[config.mk]
export PLATFORM = sky130hd
export DESIGN_NAME = emb_reg_line_fmt
export DESIGN_NICKNAME = d
export VERILOG_FILES = /design/src/rtl/emb_line_pkg.sv /design/src/rtl/emb_addr_walker.sv /design/src/rtl/emb_field_fsm.sv /design/src/rtl/emb_pix_out.sv /design/src/rtl/emb_reg_line_fmt.sv
export SDC_FILE = /design/constraint.sdc
export NUM_CORES = 1
export LEC_CHECK = 0
export BUFFER_PORTS_ARGS = -buffer_cell sky130_fd_sc_hd__buf_2
export CORE_MARGIN = 5
export CORE_UTILIZATION = 35
export CTS_CLUSTER_SIZE = 16
export DETAILED_ROUTE_END_ITERATION = 7
export REMOVE_ABC_BUFFERS = 1
export SLEW_MARGIN = 20
export SYNTH_ARGS = -nofsm -noshare
export SYNTH_HDL_FRONTEND = slang
export SYNTH_SLANG_ARGS = --single-unit
[constraint.sdc]
create_clock -name clk -period 4.5 [get_ports clk]
set_clock_uncertainty 0.05 [all_clocks]
set_input_delay 0.225 -clock clk [delete_from_list [all_inputs] [get_ports clk]]
set_output_delay 0.225 -clock clk [all_outputs]
set_load 0.03 [all_outputs]
[src/rtl/emb_line_pkg.sv]
`timescale 1ns/1ps
package emb_line_pkg;
  localparam int PIX_W  = 12;
  localparam int BYTE_W = 8;
  localparam int PAD_W  = PIX_W - BYTE_W;
  localparam int ADDR_W = 16;
  localparam int DATA_W = 16;

  typedef logic [PIX_W-1:0]  pix_t;
  typedef logic [BYTE_W-1:0] byte_t;
  typedef logic [ADDR_W-1:0] addr_t;
  typedef logic [DATA_W-1:0] data_t;

  typedef enum logic [3:0] {
    PH_IDLE, PH_TAG, PH_MRK_AH, PH_ADR_H, PH_MRK_AL, PH_ADR_L,
    PH_MRK_VH, PH_VAL_H, PH_MRK_VL, PH_VAL_L
  } phase_t;

  localparam byte_t CODE_TAG  = 8'h0A;
  localparam byte_t CODE_AHI  = 8'hAA;
  localparam byte_t CODE_ALO  = 8'hA5;
  localparam byte_t CODE_VAL  = 8'h5A;
  localparam int    REG_STEP  = 2;

  function automatic pix_t msb_align(input byte_t b);
    return {b, {PAD_W{1'b0}}};
  endfunction

  function automatic addr_t next_reg(input addr_t a);
    return a + addr_t'(REG_STEP);
  endfunction

  function automatic logic strictly_between(input addr_t a, input addr_t lo, input addr_t hi);
    return (a > lo) && (a < hi);
  endfunction

  function automatic pix_t word_for(input phase_t ph, input addr_t a, input data_t v);
    pix_t w;
    case (ph)
      PH_TAG:                w = msb_align(CODE_TAG);
      PH_MRK_AH:             w = msb_align(CODE_AHI);
      PH_ADR_H:              w = msb_align(a[15:8]);
      PH_MRK_AL:             w = msb_align(CODE_ALO);
      PH_ADR_L:              w = msb_align(a[7:0]);
      PH_MRK_VH, PH_MRK_VL:  w = msb_align(CODE_VAL);
      PH_VAL_H:              w = msb_align(v[15:8]);
      PH_VAL_L:              w = msb_align(v[7:0]);
      default:               w = '0;
    endcase
    return w;
  endfunction
endpackage

[src/rtl/emb_addr_walker.sv]
`timescale 1ns/1ps
module emb_addr_walker
  import emb_line_pkg::*;
#(
  parameter addr_t L1_FIRST  = 16'h3000,
  parameter addr_t L1_LAST   = 16'h312E,
  parameter addr_t L2A_FIRST = 16'h3136,
  parameter addr_t L2A_LAST  = 16'h31BE,
  parameter addr_t L2B_FIRST = 16'h31D0,
  parameter addr_t L2B_LAST  = 16'h31FE
) (
  input  logic  clk,
  input  logic  rst_n,
  input  logic  load_i,
  input  logic  line_sel_i,
  input  logic  split_i,
  input  logic  step_reg_i,
  input  logic  step_seg_i,
  output addr_t addr_o,
  output logic  seg_last_o,
  output logic  more_seg_o,
  output logic  gap_o
);
  logic  line_q, split_q, seg_q;
  addr_t addr_q;
  addr_t seg_end;

  always_ff @(posedge clk) begin
    if (!rst_n) begin
      line_q  <= 1'b0;
      split_q <= 1'b0;
      seg_q   <= 1'b0;
      addr_q  <= L1_FIRST;
    end else if (load_i) begin
      line_q  <= line_sel_i;
      split_q <= split_i;
      seg_q   <= 1'b0;
      addr_q  <= line_sel_i ? L2A_FIRST : L1_FIRST;
    end else if (step_seg_i) begin
      seg_q   <= 1'b1;
      addr_q  <= L2B_FIRST;
    end else if (step_reg_i) begin
      addr_q  <= next_reg(addr_q);
    end
  end

  always_comb begin
    if (!line_q)                seg_end = L1_LAST;
    else if (split_q && !seg_q) seg_end = L2A_LAST;
    else                        seg_end = L2B_LAST;
  end

  assign addr_o     = addr_q;
  assign seg_last_o = (addr_q == seg_end);
  assign more_seg_o = line_q && split_q && !seg_q;
  assign gap_o      = line_q && !split_q && strictly_between(addr_q, L2A_LAST, L2B_FIRST);

  p_seg_jump_r6: assert property (@(posedge clk) disable iff (!rst_n)
    step_seg_i && !load_i |=> (addr_o == L2B_FIRST) && !more_seg_o);
  p_line1_range_r5: assert property (@(posedge clk) disable iff (!rst_n)
    !line_q |-> (addr_o >= L1_FIRST) && (addr_o <= L1_LAST));
  p_gap_only_cont_r7: assert property (@(posedge clk) disable iff (!rst_n)
    gap_o |-> !more_seg_o && line_q);
endmodule

[src/rtl/emb_field_fsm.sv]
`timescale 1ns/1ps
module emb_field_fsm
  import emb_line_pkg::*;
(
  input  logic   clk,
  input  logic   rst_n,
  input  logic   start_i,
  input  logic   pending_i,
  input  logic   take_i,
  input  logic   seg_last_i,
  input  logic   more_seg_i,
  output phase_t phase_o,
  output logic   load_o,
  output logic   adv_o,
  output logic   step_reg_o,
  output logic   step_seg_o,
  output logic   last_o
);
  phase_t phase_q, phase_d;

  assign load_o = (phase_q == PH_IDLE) && start_i && !pending_i;
  assign adv_o  = (phase_q != PH_IDLE) && take_i;

  always_comb begin
    phase_d = phase_q;
    case (phase_q)
      PH_IDLE:   if (load_o) phase_d = PH_TAG;
      PH_TAG:    if (adv_o)  phase_d = PH_MRK_AH;
      PH_MRK_AH: if (adv_o)  phase_d = PH_ADR_H;
      PH_ADR_H:  if (adv_o)  phase_d = PH_MRK_AL;
      PH_MRK_AL: if (adv_o)  phase_d = PH_ADR_L;
      PH_ADR_L:  if (adv_o)  phase_d = PH_MRK_VH;
      PH_MRK_VH: if (adv_o)  phase_d = PH_VAL_H;
      PH_VAL_H:  if (adv_o)  phase_d = PH_MRK_VL;
      PH_MRK_VL: if (adv_o)  phase_d = PH_VAL_L;
      PH_VAL_L:  if (adv_o) begin
        if (!seg_last_i)     phase_d = PH_MRK_VH;
        else if (more_seg_i) phase_d = PH_MRK_AH;
        else                 phase_d = PH_IDLE;
      end
      default:               phase_d = PH_IDLE;
    endcase
  end

  always_ff @(posedge clk) begin
    if (!rst_n) phase_q <= PH_IDLE;
    else        phase_q <= phase_d;
  end

  assign phase_o    = phase_q;
  assign step_reg_o = adv_o && (phase_q == PH_VAL_L) && !seg_last_i;
  assign step_seg_o = adv_o && (phase_q == PH_VAL_L) && seg_last_i && more_seg_i;
  assign last_o     = (phase_q == PH_VAL_L) && seg_last_i && !more_seg_i;

  p_start_ignored_r11: assert property (@(posedge clk) disable iff (!rst_n)
    (phase_q != PH_IDLE) && start_i |=> phase_q != PH_TAG);
  p_pending_block_r11: assert property (@(posedge clk) disable iff (!rst_n)
    pending_i && (phase_q == PH_IDLE) |=> phase_q == PH_IDLE);
endmodule

[src/rtl/emb_pix_out.sv]
`timescale 1ns/1ps
module emb_pix_out
  import emb_line_pkg::*;
(
  input  logic clk,
  input  logic rst_n,
  input  logic load_i,
  input  pix_t word_i,
  input  logic last_i,
  input  logic ready_i,
  output logic take_o,
  output logic pending_o,
  output pix_t pix_o,
  output logic valid_o,
  output logic done_o
);
  pix_t pix_q;
  logic valid_q, last_q, done_q;

  assign take_o = !valid_q || ready_i;

  always_ff @(posedge clk) begin
    if (!rst_n) begin
      pix_q   <= '0;
      valid_q <= 1'b0;
      last_q  <= 1'b0;
      done_q  <= 1'b0;
    end else begin
      done_q <= valid_q && ready_i && last_q;
      if (load_i) begin
        pix_q   <= word_i;
        valid_q <= 1'b1;
        last_q  <= last_i;
      end else if (ready_i) begin
        valid_q <= 1'b0;
        last_q  <= 1'b0;
      end
    end
  end

  assign pix_o     = pix_q;
  assign valid_o   = valid_q;
  assign done_o    = done_q;
  assign pending_o = valid_q || done_q;

  p_hold_r9: assert property (@(posedge clk) disable iff (!rst_n)
    valid_o && !ready_i |=> valid_o && $stable(pix_o));
  p_done_single_r10: assert property (@(posedge clk) disable iff (!rst_n)
    done_o |=> !done_o);
  p_done_quiet_r10: assert property (@(posedge clk) disable iff (!rst_n)
    done_o |-> !valid_o);
endmodule

[src/rtl/emb_reg_line_fmt.sv]
`timescale 1ns/1ps
module emb_reg_line_fmt
  import emb_line_pkg::*;
#(
  parameter addr_t L1_FIRST  = 16'h3000,
  parameter addr_t L1_LAST   = 16'h312E,
  parameter addr_t L2A_FIRST = 16'h3136,
  parameter addr_t L2A_LAST  = 16'h31BE,
  parameter addr_t L2B_FIRST = 16'h31D0,
  parameter addr_t L2B_LAST  = 16'h31FE
) (
  input  logic        clk,
  input  logic        rst_n,
  input  logic        start_i,
  input  logic        line_sel_i,
  input  logic        split_i,
  output logic [15:0] reg_addr_o,
  input  logic [15:0] reg_data_i,
  input  logic        reg_hit_i,
  output logic [11:0] pix_o,
  output logic        pix_valid_o,
  input  logic        pix_ready_i,
  output logic        line_done_o
);
  phase_t phase;
  addr_t  cur_addr;
  data_t  reg_val;
  pix_t   next_word;
  logic   ev_load, ev_adv, ev_step_reg, ev_step_seg, ev_last;
  logic   seg_last, more_seg, in_gap, out_take, out_pending;

  emb_addr_walker #(
    .L1_FIRST(L1_FIRST), .L1_LAST(L1_LAST),
    .L2A_FIRST(L2A_FIRST), .L2A_LAST(L2A_LAST),
    .L2B_FIRST(L2B_FIRST), .L2B_LAST(L2B_LAST)
  ) walker_i (
    .clk(clk), .rst_n(rst_n), .load_i(ev_load), .line_sel_i(line_sel_i),
    .split_i(split_i), .step_reg_i(ev_step_reg), .step_seg_i(ev_step_seg),
    .addr_o(cur_addr), .seg_last_o(seg_last), .more_seg_o(more_seg), .gap_o(in_gap)
  );

  emb_field_fsm fsm_i (
    .clk(clk), .rst_n(rst_n), .start_i(start_i), .pending_i(out_pending),
    .take_i(out_take), .seg_last_i(seg_last), .more_seg_i(more_seg),
    .phase_o(phase), .load_o(ev_load), .adv_o(ev_adv),
    .step_reg_o(ev_step_reg), .step_seg_o(ev_step_seg), .last_o(ev_last)
  );

  assign reg_val   = (reg_hit_i && !in_gap) ? reg_data_i : '0;
  assign next_word = word_for(phase, cur_addr, reg_val);

  emb_pix_out out_i (
    .clk(clk), .rst_n(rst_n), .load_i(ev_adv), .word_i(next_word), .last_i(ev_last),
    .ready_i(pix_ready_i), .take_o(out_take), .pending_o(out_pending),
    .pix_o(pix_o), .valid_o(pix_valid_o), .done_o(line_done_o)
  );

  assign reg_addr_o = cur_addr;

  p_tag_first_r1: assert property (@(posedge clk) disable iff (!rst_n)
    $rose(pix_valid_o) |-> pix_o == msb_align(CODE_TAG));
  p_low_nibble_r2: assert property (@(posedge clk) disable iff (!rst_n)
    pix_valid_o |-> pix_o[PAD_W-1:0] == '0);
  p_gap_zero_r7: assert property (@(posedge clk) disable iff (!rst_n)
    ev_adv && in_gap && (phase == PH_VAL_H) |=> pix_o == '0);
  p_undef_zero_r8: assert property (@(posedge clk) disable iff (!rst_n)
    ev_adv && !reg_hit_i && (phase == PH_VAL_L) |=> pix_o == '0);
  p_idle_quiet_r12: assert property (@(posedge clk) disable iff (!rst_n)
    (phase == PH_IDLE) && !pix_valid_o |=> !pix_valid_o);
endmodule

==> run_results.csv, run 1 <==
group,metric,value,unit
clock_network,h-tree-depth,2,
timing,fmax,447,MHz
clock_network,cts_tree,"yes",
worst_setup_path,crit_arrival,2390,ps
layout,diodes,0,
yosys,yosysTopAreaCell,"dfxtp_1",
power_and_ir_drop,power.static_leakage,0.999,nW
clock_network,clkTransAtPathRegs,80,ps
power_and_ir_drop,p_total,0.00122,W
floorplanning,rows,29,
global_route,grt_pass1_wl,10800,um
yosys,synth.yosys.warnings,0,
worst_setup_path,path_cells,"nand2b_4 -> nor3_2 -> o21ai_2 -> nand2_4 -> a21oi_1 -> a211oi_2",
global_route,grt-ovfl-total,0,
timing,worst_pin_slew,840,ps
yosys,syn_inst,281,
timing,setup-tns-final,0,ps
worst_setup_path,crit_start,"fsm_i.phase_o[3]$_SDFFE_PN0P_",
clock_network,cts-resized-gates,0,
layout,layout_commonest_cell,"buf_2",
worst_setup_path,critPathCaptureType,"flip-flop",
detailed_routing,drcViolationCount,0,
floorplanning,die_w,89.4,um
layout,final_cell_mix,"buf_2 (47), dfxtp_1 (33), a21oi_1 (29), nand2_1 (25), nor2_1 (21)",
power_and_ir_drop,peakVddDrop,0.205,mV
worst_setup_path,path_class,"reg -> reg",
yosys,ys_seq_area_frac,0.299,
clock_network,clk_latency,290,ps
yosys,synth_top_area_frac,0.299,
timing,slew_viol_final,0,
global_route,grt_busiest_layer,"met2",
clock_network,cts_buffers,5,
worst_setup_path,worstPathRequired,4650,ps
floorplanning,die_y,89.4,um
hold_path,worstHoldStart,"split_i",
worst_setup_path,slowest_delay,660,ps
clock_network,holdBufCountCts,0,
yosys,synth_cell_types,65,
clock_network,clockRootBuffer,"clkbuf_8",
hold_path,min_to,"walker_i.split_q$_SDFFE_PN0P_",
yosys,synthFlopType,"dfxtp_1",
global_route,track_usage,0.172,
floorplanning,coreArea,6240,um^2
power_and_ir_drop,p_per_area,473,nW/um^2
yosys,synthesis.area,2210,um^2
worst_setup_path,reg2reg_depth,6,
timing,fin_crit_sh,0.498,
timing,hold_viol,0,
worst_setup_path,slowest_stage,"dfxtp_1",
yosys,syn_area_per_cell,7.85,um^2
layout,drive_above_1_share,0.229,
global_route,grtUsageMet3,0.0332,
floorplanning,dieArea,7990,um^2
layout,regArea,661,um^2
detailed_routing,firstDrtPassIters,4,
clock_network,cts_sinks,33,
timing,period_needed,2240,ps
detailed_routing,wire_per_inst,16.1,um
detailed_routing,via_per_inst,5.69,
layout,final_nets,346,
layout,multi_input_area,1440,um^2
detailed_routing,drtAntennaViolNets,0,
timing,max_slew_margin,0.435,
yosys,synth_edf_count,0,
yosys,ys_ff_latch,33,
yosys,ys_top_cells_by_area,"dfxtp_1 (30%), a21oi_1 (6.6%), nand2_1 (4.3%)",
floorplanning,initial_utilization,0.354,
place,dp_hpwl,4820,um
global_route,grt_max_degree,20,
global_route,antenna_found_initial,0,
clock_network,post_cts.repair.setup_buffers,0,
global_route,met1_usage,0.237,
place,io_buffers,47,
global_route,grt.met2_usage,0.275,
worst_setup_path,rr_startpoint,"fsm_i.phase_o[3]$_SDFFE_PN0P_",
detailed_routing,num_vias,2276,
worst_setup_path,start_kind,"flip-flop",
worst_setup_path,r2r_end,"walker_i.addr_o[9]$_SDFFE_PN0P_",
yosys,async_flop_share,0,
layout,syn_to_final_growth,16.8,%
hold_path,worstHoldPathType,"in -> reg",
timing,setup_viol,0,
place,gp_congestion,0.938,
hold_path,hold_depth,3,
worst_setup_path,crit_fanout,13,
global_route,grt_pass1_vias,2146,
clock_network,cts_max_path_buffers,2,
layout,fill_cells,663,
detailed_routing,detail_route.iter0.violations,182,
detailed_routing,drt-total-wl,6450,um
job,maxCapViolCount,0,
worst_setup_path,r2r_setup_slack,2260,ps
timing,rsz0062_at_grt,"false",
floorplanning,pin_count,53,
status,outcome,"finished, final reports clean",
-- critical path, delay by kind of cell, from the launching register on --
family,cells,cell delay (ps)
flip-flops,1,660
AND/OR/NAND/NOR,3,910
AO/OA/AOI/OAI,3,520
-- layer usage --
metal / share of wire / vias to the layer above / wire [um]
met5: 0 / - / 0
met4: 0.0082 / 0 / 53
met3: 0.059 / 6 / 378
met2: 0.45 / 67 / 2930
met1: 0.48 / 1071 / 3080
li1: - / 1132 / -
-- registers in the layout (all words and copies together) (netlist names) --
signal,flops
fsm_i.phase_o,4
out_i.done_o,1
out_i.last_q,1
out_i.pix_o,8
out_i.valid_o,1
walker_i.addr_o,15
walker_i.line_q,1
walker_i.seg_q,1
walker_i.split_q,1
-- how the worst max path moves through the flow --
| stage | to | depth (start not counted) |
|---|---|---|
| floorplan | walker_i.addr_o[8]$_SDFFE_PN0P_ | 6 |
| global placement | walker_i.addr_o[9]$_SDFFE_PN0P_ | 6 |
| detailed placement | walker_i.addr_o[9]$_SDFFE_PN0P_ | 6 |
| CTS | walker_i.addr_o[9]$_SDFFE_PN0P_ | 6 |
| global route | walker_i.addr_o[15]$_SDFFE_PN0P_ | 6 |
| finish | walker_i.addr_o[9]$_SDFFE_PN0P_ | 6 |
-- logic make-up after synthesis --
group                      count (synthesis)  share of synthesized area
AOI/OAI and AO/OA                        100                      0.317
xor gates and xnor gates                   4                     0.0159
adders and majority gates                  1                    0.00567
buffers and inverters                     25                     0.0550
DFF                                       33                      0.299
other                                      1                    0.00170
and+or+nand+nor                          117                      0.305
-- stage by stage --
step	utilization	setup WS (ps)	hold slack [ps]	cell area, um^2	instances
3_5_place_dp	0.395	2280	413	2460	392
6_report	0.413	2260	131	2580	400
3_3_place_gp	0.395	2250	411	2460	392
5_1_grt	0.413	2070	172	2580	400
4_1_cts	0.413	2260	129	2580	400
2_1_floorplan	-	2450	248	2130	268
-- power breakdown --
part	switching [W]	total (W)	leakage [nW]	internal [W]
clock	0.000118	0.000299	0.0585	0.000181
combinational	0.000328	0.000502	0.673	0.000175
sequential	0.0000837	0.000418	0.268	0.000334
-- cells in the mapped netlist, types with 3 or more instances --
master    instances
xnor2_1           3
nor2b_1           9
a22o_1            8
o21ai_1           4
and4_1            3
inv_1             7
nand3b_1          5
a21oi_1          29
nand2_1          25
buf_4             6
and3_1            9
a211oi_1          8
nor2_1           21
a31oi_1           4
clkbuf_1          7
buf_2             4
dfxtp_1          33
nor3_1            5
nand3_1          15
o21ai_0          14
nor4_1            3
nand2b_1          6
o21a_1            3
-- cell type report --
| cell class | count | area share |
|---|---|---|
| clock buffer | 7 | 0.0335 |
| clock inverter | 1 | 0.0116 |
| inverter | 8 | 0.0116 |
| multi-input combinational | 227 | 0.558 |
| sequential | 33 | 0.256 |
| tap | 77 | 0.0374 |
| timing repair buffer | 47 | 0.0912 |
Note: power is estimated with default switching activity, not from simulation.
==> run 2: changes to the inputs <==
--- a/config.mk
+++ b/config.mk
@@ -5,6 +5,7 @@
 export SDC_FILE = /design/constraint.sdc
 export NUM_CORES = 1
 export LEC_CHECK = 0
+export ABC_AREA = 1
 export BUFFER_PORTS_ARGS = -buffer_cell sky130_fd_sc_hd__buf_2
 export CORE_MARGIN = 5
 export CORE_UTILIZATION = 35
==> constraint.sdc (replaced) <==
create_clock -name clk -period 2.1 [get_ports clk]
set_clock_uncertainty 0.05 [all_clocks]
set_input_delay 0.105 -clock clk [delete_from_list [all_inputs] [get_ports clk]]
set_output_delay 0.105 -clock clk [all_outputs]
set_load 0.03 [all_outputs]
==> run_results.csv, run 2 <==
group,metric,value,unit
worst_setup_path,critPathCaptureType,"flip-flop",
timing,setup_viol,0,
floorplanning,initial_utilization,0.365,
clock_network,cts_tree,"yes",
floorplanning,dieArea,8440,um^2
floorplanning,rows,29,
power_and_ir_drop,p_per_area,1160,nW/um^2
detailed_routing,detail_route.iter0.violations,157,
clock_network,post_cts.repair.setup_buffers,0,
global_route,grt-ovfl-total,0,
worst_setup_path,slowest_stage,"dfxtp_1",
layout,multi_input_area,1410,um^2
timing,whs,14.3,ps
worst_setup_path,critPathBufInv,1,
floorplanning,coreArea,6420,um^2
place,io_buffers,47,
timing,hold_viol,0,
yosys,async_flop_share,0,
layout,regArea,663,um^2
global_route,track_usage,0.177,
yosys,syn_inst,397,
yosys,synthesis.area,2340,um^2
layout,layout_commonest_cell,"nand2_1",
clock_network,clockRootBuffer,"clkbuf_8",
clock_network,clkTransAtPathRegs,70,ps
hold_path,worstHoldStart,"pix_ready_i",
layout,final_cell_mix,"nand2_1 (118), nand3_1 (50), nor2_1 (48), buf_2 (47), inv_1 (44)",
timing,fmax,537,MHz
worst_setup_path,crit_top_cell,"nor2_1",
timing,setup-tns-final,0,ps
job,maxCapViolCount,0,
status,outcome,"finished, final reports clean",
hold_path,hold_depth,3,
worst_setup_path,crit_arrival,2050,ps
timing,period_needed,1860,ps
yosys,ys_seq_area_frac,0.282,
hold_path,worstHoldPathType,"in -> reg",
worst_setup_path,path_class,"reg -> reg",
power_and_ir_drop,power.static_leakage,1.41,nW
layout,top_register,"walker_i.addr_o",
detailed_routing,via_per_inst,5.01,
timing,layout_setup_ws,239,ps
detailed_routing,num_vias,2650,
worst_setup_path,path_cells,"nand2_1 -> nor2_1 -> nand2_1 -> nor2_2 -> nand3_2 -> nand2_4 -> nand2_4 -> inv_1 -> nor2_1 -> nor2_1",
global_route,grt_max_degree,21,
power_and_ir_drop,peakVddDrop,0.779,mV
place,gp_congestion,0.938,
layout,largest_reg_flops,15,
worst_setup_path,r2r_end,"walker_i.addr_o[8]$_SDFFE_PN0P_",
worst_setup_path,rr_startpoint,"walker_i.addr_o[13]$_SDFFE_PN1P_",
timing,fin_crit_sh,0.886,
yosys,yosysTopAreaCell,"dfxtp_1",
yosys,synth_top_area_frac,0.282,
yosys,synth.yosys.warnings,0,
yosys,syn_area_per_cell,5.91,um^2
worst_setup_path,slowest_delay,430,ps
power_and_ir_drop,p_total,0.00322,W
layout,drive_above_1_share,0.190,
timing,rsz0062_at_grt,"false",
yosys,synth_cell_types,35,
layout,utilization,0.433,
clock_network,cts_buffers,5,
floorplanning,die_w,91.9,um
timing,slew_viol_final,0,
floorplanning,die_y,91.9,um
worst_setup_path,start_kind,"flip-flop",
hold_path,min_to,"out_i.done_o$_SDFF_PN0_",
layout,syn_to_final_growth,18.6,%
detailed_routing,drt-total-wl,7320,um
layout,diodes,0,
global_route,grt_pass1_wl,12000,um
place,dp_slack,149,ps
place,dp_hpwl,5600,um
worst_setup_path,r2r_setup_slack,240,ps
detailed_routing,drcViolationCount,0,
global_route,antenna_found_initial,0,
yosys,synthFlopType,"dfxtp_1",
yosys,synthTopCellsByCount,"nand2_1 (118), nand3_1 (50), nor2_1 (48), inv_1 (44), dfxtp_1 (33)",
detailed_routing,drtAntennaViolNets,0,
yosys,synth_edf_count,0,
clock_network,h-tree-depth,2,
layout,final_nets,475,
clock_network,clk_latency,300,ps
floorplanning,pin_count,53,
yosys,ys_ff_latch,33,
yosys,yosysMostFrequentCell,"nand2_1",
timing,max_slew_margin,0.475,
worst_setup_path,critical_path.top_delay_family,"simple AND/OR/NAND/NOR gates",
clock_network,cts_max_path_buffers,2,
layout,fill_cells,702,
yosys,ys_top_cells_by_area,"dfxtp_1 (28%), nand2_1 (19%), nand3_1 (11%)",
timing,worst_pin_slew,787,ps
detailed_routing,firstDrtPassIters,5,
global_route,grt_pass1_vias,2544,
worst_setup_path,reg2reg_depth,10,
worst_setup_path,worstPathRequired,2290,ps
clock_network,cts_sinks,33,
worst_setup_path,crit_fanout,13,
detailed_routing,wire_per_inst,13.8,um
run 2: final cells by class:
| type | instances | area share |
|---|---|---|
| multi-input combinational | 302 | 0.508 |
| sequential | 33 | 0.238 |
| timing repair buffer | 62 | 0.126 |
| inverter | 47 | 0.0634 |
| tap | 77 | 0.0346 |
| clock buffer | 6 | 0.0261 |
| clock inverter | 2 | 0.00360 |
run 2: tightest hold or removal path, stage by stage:
cell and delay [ps]:
buf_2 100, nand3_1 70, nor2_1 40
run 2: metrics by stage:
step                instances  area (um^2)
floorplan                 382         2240
global placement          520         2680
detailed placement        520         2680
CTS                       529         2770
global route              529         2780
finish                    529         2780
run 2: worst max path at each step:
stage | start | to | cells past startpoint
5_1_grt | walker_i.addr_o[1]$_SDFFE_PN0P_ | walker_i.addr_o[9]$_SDFFE_PN0P_ | 10
3_3_place_gp | fsm_i.phase_o[0]$_SDFFE_PN0P_ | walker_i.addr_o[9]$_SDFFE_PN0P_ | 9
4_1_cts | walker_i.addr_o[12]$_SDFFE_PN1P_ | walker_i.addr_o[9]$_SDFFE_PN0P_ | 10
6_report | walker_i.addr_o[13]$_SDFFE_PN1P_ | walker_i.addr_o[8]$_SDFFE_PN0P_ | 10
2_1_floorplan | walker_i.addr_o[8]$_SDFFE_PN0P_ | walker_i.addr_o[9]$_SDFFE_PN0P_ | 10
3_5_place_dp | walker_i.addr_o[12]$_SDFFE_PN1P_ | walker_i.addr_o[9]$_SDFFE_PN0P_ | 10
run 2: power breakdown:
group	leakage, nW	switching [W]	internal, W	total [W]
logic	1.10	0.00123	0.000557	0.00179
registers	0.269	0.000177	0.000782	0.000959
clock network	0.0450	0.000245	0.000230	0.000475
run 2: repair_timing:
| item | CTS | global route |
|---|---|---|
| hold buffers | 1 | 0 |
| endpoints found under the hold margin | 1 | 0 |
| resized for setup | 0 | 3 |
| endpoints found under the setup margin | 0 | 5 |
run 2: cells by family (layout without fill, tap and decap cells):
kind of cell,after synthesis,in the layout,share of synthesized area
buf+inv,66,117,0.124
simple gates,240,240,0.446
fa+ha+maj,1,1,0.00534
other cells,1,5,0.00160
xor+xnor,9,9,0.0336
compound gates,47,47,0.108
flops,33,33,0.282
run 2: per-layer routing:
| metal | vias up | wire, um | GRT usage |
|---|---|---|---|
| li1 | 1361 | - | - |
| met1 | 1204 | 3570 | 0.230 |
| met2 | 68 | 3340 | 0.282 |
| met3 | 17 | 284 | 0.0360 |
| met4 | 0 | 131 | 0.0780 |
| met5 | - | 0 | 0 |
